[src/rtl/pnu_pkg.sv]
`timescale 1ns/1ps
package pnu_pkg;
    typedef enum logic [1:0] {
        SRC_SEQ    = 2'd0,
        SRC_BRANCH = 2'd1,
        SRC_JUMP   = 2'd2
    } next_src_e;
endpackage

[src/rtl/pnu_incr.sv]
`timescale 1ns/1ps
module pnu_incr #(
    parameter int ADDR_W = 32
) (
    input  logic [ADDR_W-1:0] pc_i,
    output logic [ADDR_W-1:0] pc4_o
);
    localparam logic [ADDR_W-1:0] STEP = ADDR_W'(4);

    assign pc4_o = pc_i + STEP;
endmodule

[src/rtl/pnu_branch_calc.sv]
`timescale 1ns/1ps
module pnu_branch_calc #(
    parameter int ADDR_W = 32,
    parameter int IMM_W  = 16
) (
    input  logic [ADDR_W-1:0] base_i,
    input  logic [IMM_W-1:0]  imm_i,
    output logic [ADDR_W-1:0] tgt_o
);
    localparam int EXT_W = ADDR_W - IMM_W - 2;

    logic [ADDR_W-1:0] byte_offset;

    // word displacement, sign-extended and scaled to bytes
    assign byte_offset = {{EXT_W{imm_i[IMM_W-1]}}, imm_i, 2'b00};
    assign tgt_o       = base_i + byte_offset;
endmodule

[src/rtl/pnu_jump_calc.sv]
`timescale 1ns/1ps
module pnu_jump_calc #(
    parameter int ADDR_W = 32,
    parameter int TGT_W  = 26
) (
    input  logic [ADDR_W-1:0] base_i,
    input  logic [TGT_W-1:0]  field_i,
    output logic [ADDR_W-1:0] tgt_o
);
    localparam int REGION_W = ADDR_W - TGT_W - 2;

    assign tgt_o = {base_i[ADDR_W-1 -: REGION_W], field_i, 2'b00};
endmodule

[src/rtl/pnu_src_sel.sv]
`timescale 1ns/1ps
module pnu_src_sel
    import pnu_pkg::*;
#(
    parameter int ADDR_W = 32
) (
    input  logic              br_sel_i,
    input  logic              jmp_sel_i,
    input  logic              eq_i,
    input  logic [ADDR_W-1:0] seq_addr_i,
    input  logic [ADDR_W-1:0] br_addr_i,
    input  logic [ADDR_W-1:0] jmp_addr_i,
    output logic [ADDR_W-1:0] next_o
);
    next_src_e src;

    // decision: jump outranks a taken branch
    always_comb begin
        if (jmp_sel_i)
            src = SRC_JUMP;
        else if (br_sel_i && eq_i)
            src = SRC_BRANCH;
        else
            src = SRC_SEQ;
    end

    // output mux
    always_comb begin
        unique case (src)
            SRC_JUMP:   next_o = jmp_addr_i;
            SRC_BRANCH: next_o = br_addr_i;
            SRC_SEQ:    next_o = seq_addr_i;
            default:    next_o = seq_addr_i;
        endcase
    end
endmodule

[src/rtl/pc_next_unit.sv]
`timescale 1ns/1ps
module pc_next_unit #(
    parameter int                ADDR_W     = 32,
    parameter int                IMM_W      = 16,
    parameter int                TGT_W      = 26,
    parameter logic [ADDR_W-1:0] START_ADDR = '0
) (
    input  logic              clk,
    input  logic              rst,
    input  logic [IMM_W-1:0]  imm_i,
    input  logic [TGT_W-1:0]  jtgt_i,
    input  logic              br_sel_i,
    input  logic              jmp_sel_i,
    input  logic              alu_eq_i,
    output logic [ADDR_W-1:0] pc_o,
    output logic [ADDR_W-1:0] pc_plus4_o
);
    logic [ADDR_W-1:0] pc_q;
    logic [ADDR_W-1:0] seq_addr;
    logic [ADDR_W-1:0] br_addr;
    logic [ADDR_W-1:0] jmp_addr;
    logic [ADDR_W-1:0] next_addr;

    pnu_incr #(.ADDR_W(ADDR_W)) incr_i (
        .pc_i  (pc_q),
        .pc4_o (seq_addr)
    );

    pnu_branch_calc #(.ADDR_W(ADDR_W), .IMM_W(IMM_W)) brc_i (
        .base_i (seq_addr),
        .imm_i  (imm_i),
        .tgt_o  (br_addr)
    );

    pnu_jump_calc #(.ADDR_W(ADDR_W), .TGT_W(TGT_W)) jmc_i (
        .base_i  (seq_addr),
        .field_i (jtgt_i),
        .tgt_o   (jmp_addr)
    );

    pnu_src_sel #(.ADDR_W(ADDR_W)) sel_i (
        .br_sel_i   (br_sel_i),
        .jmp_sel_i  (jmp_sel_i),
        .eq_i       (alu_eq_i),
        .seq_addr_i (seq_addr),
        .br_addr_i  (br_addr),
        .jmp_addr_i (jmp_addr),
        .next_o     (next_addr)
    );

    // counter register: loads every edge, no enable
    always_ff @(posedge clk) begin
        if (rst)
            pc_q <= START_ADDR;
        else
            pc_q <= next_addr;
    end

    assign pc_o       = pc_q;
    assign pc_plus4_o = seq_addr;
endmodule

[config.mk]
export PLATFORM = sky130hd
export DESIGN_NAME = pc_next_unit
export DESIGN_NICKNAME = d
export VERILOG_FILES = /design/src/rtl/pnu_pkg.sv /design/src/rtl/pnu_incr.sv /design/src/rtl/pnu_branch_calc.sv /design/src/rtl/pnu_jump_calc.sv /design/src/rtl/pnu_src_sel.sv /design/src/rtl/pc_next_unit.sv
export SDC_FILE = /design/constraint.sdc
export NUM_CORES = 1
export LEC_CHECK = 0
export CAP_MARGIN = 20
export CORE_UTILIZATION = 51
export DETAILED_ROUTE_END_ITERATION = 8
export PLACE_DENSITY_LB_ADDON = 0.05
export SETUP_SLACK_MARGIN = 0.2
export SKIP_LAST_GASP = 1
export SLEW_MARGIN = 20
export SYNTH_ARGS = -nofsm -noshare
export SYNTH_HDL_FRONTEND = slang
export SYNTH_HIERARCHICAL = 1
export SYNTH_SLANG_ARGS = --single-unit
[constraint.sdc]
create_clock -name clk -period 3.7 [get_ports clk]
set_clock_uncertainty 0.1 [all_clocks]
set_input_delay 0.37 -clock clk [delete_from_list [all_inputs] [get_ports clk]]
set_output_delay 0.37 -clock clk [all_outputs]
set_load 0.01 [all_outputs]
# After elaboration in Yosys (flattened, before gate mapping)
# Index checks and enable logic that the tools add are counted.
[word_totals]
regBits = 32
latch_bits = 0
mem_bits_rw = 0
romBits = 0
in_bits = 47
output_inout_bits = 64
wordCells = 9
memories = 0
[classes]
add_sub_neg = 2
n_mul = 0
div = 0
magnitude_cmp = 0
n_eq_ne = 2
shifts = 0
mux = 3
n_bitwise = 0
n_reduce_logical = 1
[op_table]
columns = ["cell", "count"]
rows = [
  ["one-hot mux 32 bit (2 select lines)", 1],
  ["adder 32 x 3 -> 32 bit, second input constant", 1],
  ["adder 32 bit", 1],
  ["== test 2 x 1 -> 1 bit, second input constant", 1],
  ["== test 2 bit, second input constant", 1],
  ["two-way mux 2 bit", 1],
  ["logical AND 1 bit", 1],
  ["two-way mux 1 bit", 1],
]

# Logic depth before layout (Yosys ltp)
[logic_depth]
ltp_word = 5
depth_mapped = 17
depth_no_buf = 16

# Modules after synthesis
# The synthesis kept the hierarchy.
[by_module_without_submodules]
columns = ["module", "n_inst", "cells_per_inst", "area_each_um2", "seq_area_each_um2"]
rows = [
  ["pnu_branch_calc", 1, 226, 1660.3, 0.0],
  ["pnu_src_sel", 1, 150, 1159.9, 0.0],
  ["pc_next_unit", 1, 67, 863.3, 640.6],
  ["pnu_incr", 1, 83, 580.6, 0.0],
  ["pnu_jump_calc", 1, 33, 244.0, 0.0],
]

# Least setup slack after synthesis
# OpenSTA, ideal clock, no wires.
[synth_timing]
path_kind = "register to register"
start = "reg pc_q[2], in the netlist pc_o[2]"
end = "reg pc_q[31], in the netlist pc_o[31]"
setup_time_ns = 0.065
t_arrival_ns = 3.366
t_required_ns = 3.535
setup_slack_ns = 0.168
stages_incl_launch_ff = 16
path_buffers = 0
synth_period_minus_slack_ns = 3.532
cell_sequence = "dfxtp_1 ha_1 nand3_1 nor4_4 nand2_1 xnor2_1 ha_1 a21oi_1 nor3b_1 a22o_1 nand2_1 a2111oi_0 nand3b_1 nand4b_1 o311ai_2 nor2b_1"
[synth_via]
elab_chain_len = 3
[synth_lines]
columns = ["element", "line_no", "source"]
rows = [
  ["start, declared", "pc_next_unit.sv:18", "logic [ADDR_W-1:0] pc_q;"],
  ["start signal, assigned", "pc_next_unit.sv:56", "pc_q <= next_addr;"],
  ["adder 32 x 3 -> 32 bit", "pnu_incr.sv:10", "assign pc4_o = pc_i + STEP;"],
  ["via pc_plus4_o[22]", "pc_next_unit.sv:16", "output logic [ADDR_W-1:0] pc_plus4_o"],
  ["adder 32 bit", "pnu_branch_calc.sv:16", "assign tgt_o = base_i + byte_offset;"],
  ["via br_addr[31]", "pc_next_unit.sv:20", "logic [ADDR_W-1:0] br_addr;"],
  ["one-hot mux 32 bit (2 select lines)", "pnu_src_sel.sv:29", "unique case (src)"],
  ["via next_addr[31]", "pc_next_unit.sv:22", "logic [ADDR_W-1:0] next_addr;"],
]
# The timed path passes the listed nets, and every way through them passes these cells.
# A chain may end at the register's enable or synchronous reset.

# Worst setup path in the final report
[layout_timing]
start = "reg pc_q[2], in the netlist pc_o[2]"
end = "reg pc_q[27], in the netlist pc_o[27]"
[layout_via]
elab_chain_len = 3
[layout_lines]
columns = ["element", "line_no"]
rows = [
  ["adder 32 x 3 -> 32 bit", "pnu_incr.sv:10"],
  ["adder 32 bit", "pnu_branch_calc.sv:16"],
  ["via br_addr[27]", "pc_next_unit.sv:20"],
  ["one-hot mux 32 bit (2 select lines)", "pnu_src_sel.sv:29"],
  ["via next_addr[27]", "pc_next_unit.sv:22"],
]
# The timed path passes the listed nets, and every way through them passes these cells.

==> impl_table.tex <==
\begin{tabular}{lr}
\hline
Metric & Value \\
\hline
\multicolumn{2}{l}{\textbf{Outcome}} \\
Outcome & complete, no violations \\
\multicolumn{2}{l}{\textbf{Finish}} \\
Number of fill cells in the layout & 620 \\
\# nets final & 777 \\
Post-layout instance area & 6480 um\^{}2 \\
Area growth syn-to-layout & 43.7\% \\
Area taken by flip-flops and latches & 654 um\^{}2 \\
Max reg flops & 32 \\
Antenna fix cells & 0 \\
Total area of multi-input combinational cells & 3690 um\^{}2 \\
Ratio of cells with drive above 1 in the final layout & 31.3\% \\
\multicolumn{2}{l}{\textbf{Critical path}} \\
Sum of buffers and inverters on the critical path & 1 \\
Startpoint Class & flop \\
Cell Chain, Critical Path & ha\_4, nand3\_4, nor4\_4, buf\_6, xor2\_2, ha\_1, a211oi\_1, nor2\_1, o21ai\_1, a22o\_1, a21oi\_2, a311oi\_2, xnor2\_1, nand4b\_1, o311ai\_2, nor2b\_1 \\
Kind of critical path & reg -> reg \\
CP endpoint kind & flop \\
Worst path slowest cell & dfxtp\_4 \\
Critical Path Fanout Max & 8 \\
Maximum cell stage delay along the critical path & 380 ps \\
WP data required & 3840 ps \\
Gate family responsible for the most delay along the worst path & compound AO/OA/AOI/OAI gates \\
Worst endpoint data arrival time & 3590 ps \\
\multicolumn{2}{l}{\textbf{Synthesis}} \\
Commonest cells in the netlist & 67 x nand2\_1, 43 x inv\_1, 41 x buf\_4 \\
Area fraction of the dominant cell type after synthesis & 14.2\% \\
Cell variety after synth & 64 \\
Number of flops mapped to enable cells by yosys & 0 \\
Primary flip-flop cell chosen by synthesis mapping & dfxtp\_1 \\
Cell with the most instances after synthesis & nand2\_1 \\
Ys async rst share & 0\% \\
Part of the Yosys area used for sequential elements & 14.2\% \\
Synth area leader & dfxtp\_1 \\
Cell types occupying the most area after synthesis & dfxtp\_1 14\%, o311ai\_2 11\%, ha\_1 8.3\% \\
Post-synthesis instance area & 4510 um\^{}2 \\
Synth Area per Inst & $\sim$8 um\^{}2 \\
Yosys warning total & 6 \\
Post-synthesis instance total & 559 \\
Flops \& latches, synth & 32 \\
\multicolumn{2}{l}{\textbf{Placed design}} \\
Placement-stage cell area & around 5800 um\^{}2 \\
Final weighted congestion in routability-driven placement & 0.899 \\
Detailed placement HPWL & 9700 um \\
Port Buffer Count & 110 \\
\multicolumn{2}{l}{\textbf{Clock network}} \\
TritonCTS clock tree & yes \\
Number of buffers added by the clock tree synthesis step & 5 \\
Clock buffer depth & 2 \\
Clock tree sinks & 32 \\
Hold-fix buffers at CTS & 0 \\
Clock tree root buffer cell & clkbuf\_8 \\
Maximum level of the CTS H-tree & 2 \\
Clock-pin slew on the worst setup and hold paths & 80 ps \\
Clock insertion delay at the later pin of the skew report & 300 ps \\
\multicolumn{2}{l}{\textbf{Routing}} \\
Mean routed wirelength per cell & 17.1 um \\
Total length of routed wires & between 10000 and 15000 um \\
Routed via count divided by cell count & approximately 5.7 \\
Via count & 4616 \\
Length of the first detailed-routing pass in iterations & 4 \\
Drt drc & 0 \\
Antenna-violating nets left & 0 \\
Iteration-0 DRC Markers & 173 \\
\multicolumn{2}{l}{\textbf{Floorplan}} \\
Standard cell core area & roughly 8400 um\^{}2 \\
IO Pins & about 110 \\
Placement row count & 33 \\
Starting Density & 53.8\% \\
Y dimension of the die & $\sim$96 um \\
Area enclosed by the die boundary & 9220 um\^{}2 \\
Width of the chip & around 96 um \\
\multicolumn{2}{l}{\textbf{GRT}} \\
Aggregate global-route resource usage & approximately 29\% \\
First-pass GRT wire length & 20700 um \\
Largest net degree at the start of global routing & 55 \\
Number of antenna violations at the first check in global routing & 0 \\
Overflow left after global routing & 0 \\
Number of global-route vias before repair & between 4000 and 5000 \\
\multicolumn{2}{l}{\textbf{STA}} \\
Number of pins with negative max-slew slack in the final report & 0 \\
Actual slew at the worst max-slew pin & 695 ps \\
Final Cycle Share & 93.2\% \\
Min Clock Period, post-route & 3450 ps \\
RSZ-0062 raised after global routing & yes \\
Relative slew slack & 53.5\% \\
Final sum of negative setup slack & 0 ps \\
Finish-stage setup viols & 0 \\
Number of hold-slack violations in the final timing report & 0 \\
Max Clk Rate & 0.290 GHz \\
\multicolumn{2}{l}{\textbf{Power}} \\
Static leakage & between 0.002 and 0.003 uW \\
Maximum vdd drop & between 0.00015 and 0.0002 V \\
Power per Cell Area & 242 nW/um\^{}2 \\
\multicolumn{2}{l}{\textbf{Run}} \\
Max-cap violations & 0 \\
\multicolumn{2}{l}{\textbf{Worst hold path}} \\
Class of the worst hold path & reg -> reg \\
\hline
\end{tabular}
[cells in the final DEF, fill, tap and decap left out, types with 3 or more instances in the layout]
cell	count
nand2_2	3
nand3_4	3
o21ai_1	10
o21ai_0	6
o21bai_1	5
o311ai_2	30
nor2_2	5
xor2_1	11
o21a_1	4
a21oi_2	13
ha_2	7
nand2_1	64
dfxtp_1	23
buf_4	83
ha_4	7
clkbuf_8	6
buf_6	3
a21o_1	7
dfxtp_2	8
inv_1	43
nand4_1	15
nor2b_1	34
clkdlybuf4s50_1	109
nand3_1	7
xnor2_2	10
xnor2_1	29
xor2_2	4
a21oi_1	19
nand4b_1	34
and3_1	4
nor2_1	16
ha_1	16
[cell families (layout without fill, tap and decap cells)]
| family | count (synthesis) | in the layout | synth area share, % |
|---|---|---|---|
| buffers and inverters | 107 | 247 | 13.2 |
| adder cells (fa/ha/maj) | 31 | 31 | 8.77 |
| other | 1 | 2 | 0.0832 |
| AO/OA/AOI/OAI | 125 | 125 | 26.3 |
| flip-flops | 32 | 32 | 14.2 |
| AND/OR/NAND/NOR | 209 | 209 | 26.9 |
| XOR/XNOR | 54 | 54 | 10.5 |
[layer usage]
| layer | track usage [%] | wire length [um] | vias to the layer above | part of all wire, % |
|---|---|---|---|---|
| met4 | 6.59 | 239 | 0 | 1.7 |
| met1 | 37.9 | 6190 | 2190 | 45 |
| met2 | 48.4 | 6550 | 155 | 48 |
| met3 | 4.50 | 807 | 22 | 5.9 |
| li1 | - | - | 2249 | - |
| met5 | 0 | 0 | - | 0 |
[area by class of cell]
cell class	count	share of cell area, %
inverter	43	2.49
timing repair buffer	196	27.1
tap	105	2.03
sequential	32	10.1
clock buffer	6	1.27
multi-input combinational	421	56.9
clock inverter	2	0.154
[worst reg2reg max path, stage by stage (launching register included)]
cell and delay (ps):
dfxtp_4 380, ha_4 160, nand3_4 120, nor4_4 270, buf_6 210, xor2_2 180
ha_1 280, a211oi_1 260, nor2_1 110, o21ai_1 150, a22o_1 210, a21oi_2 90
a311oi_2 330, xnor2_1 160, nand4b_1 130, o311ai_2 110, nor2b_1 150
[metrics by stage]
step | worst slack (ps) | instances | hold WS, ps | total power, uW | util, %
global route | 118 | 805 | 603 | 1660 | 77.3
floorplan | 207 | 560 | 342 | 894 | -
CTS | 204 | 788 | 574 | 1490 | 71.8
global placement | 55.3 | 779 | 540 | 1170 | 69.5
detailed placement | -49.8 | 779 | 559 | 1180 | 69.5
finish | 251 | 805 | 570 | 1570 | 77.3
[power by group]
| group | total [uW] | internal, uW | switching, uW |
|---|---|---|---|
| logic | 868 | 449 | 418 |
| clock network | 301 | 149 | 153 |
| registers | 401 | 371 | 30.4 |
[timing repair]
action	CTS	global route
gates resized for setup	18	77
endpoints found under the setup margin	11	15
pin swaps	3	37
buffers inserted	1	17
hold endpoints to repair	0	0
[final timing paths]
path	startpoint	to	slack [ps]	cells after the start
setup / recovery	pc_o[2]	pc_o[27]	250	16
hold / removal	pc_o[0]	pc_o[0]	570	3
setup reg to reg	pc_o[2]	pc_o[27]	250	16
hold reg to reg	pc_o[0]	pc_o[0]	570	3
Power figures use the tool's default switching activity.
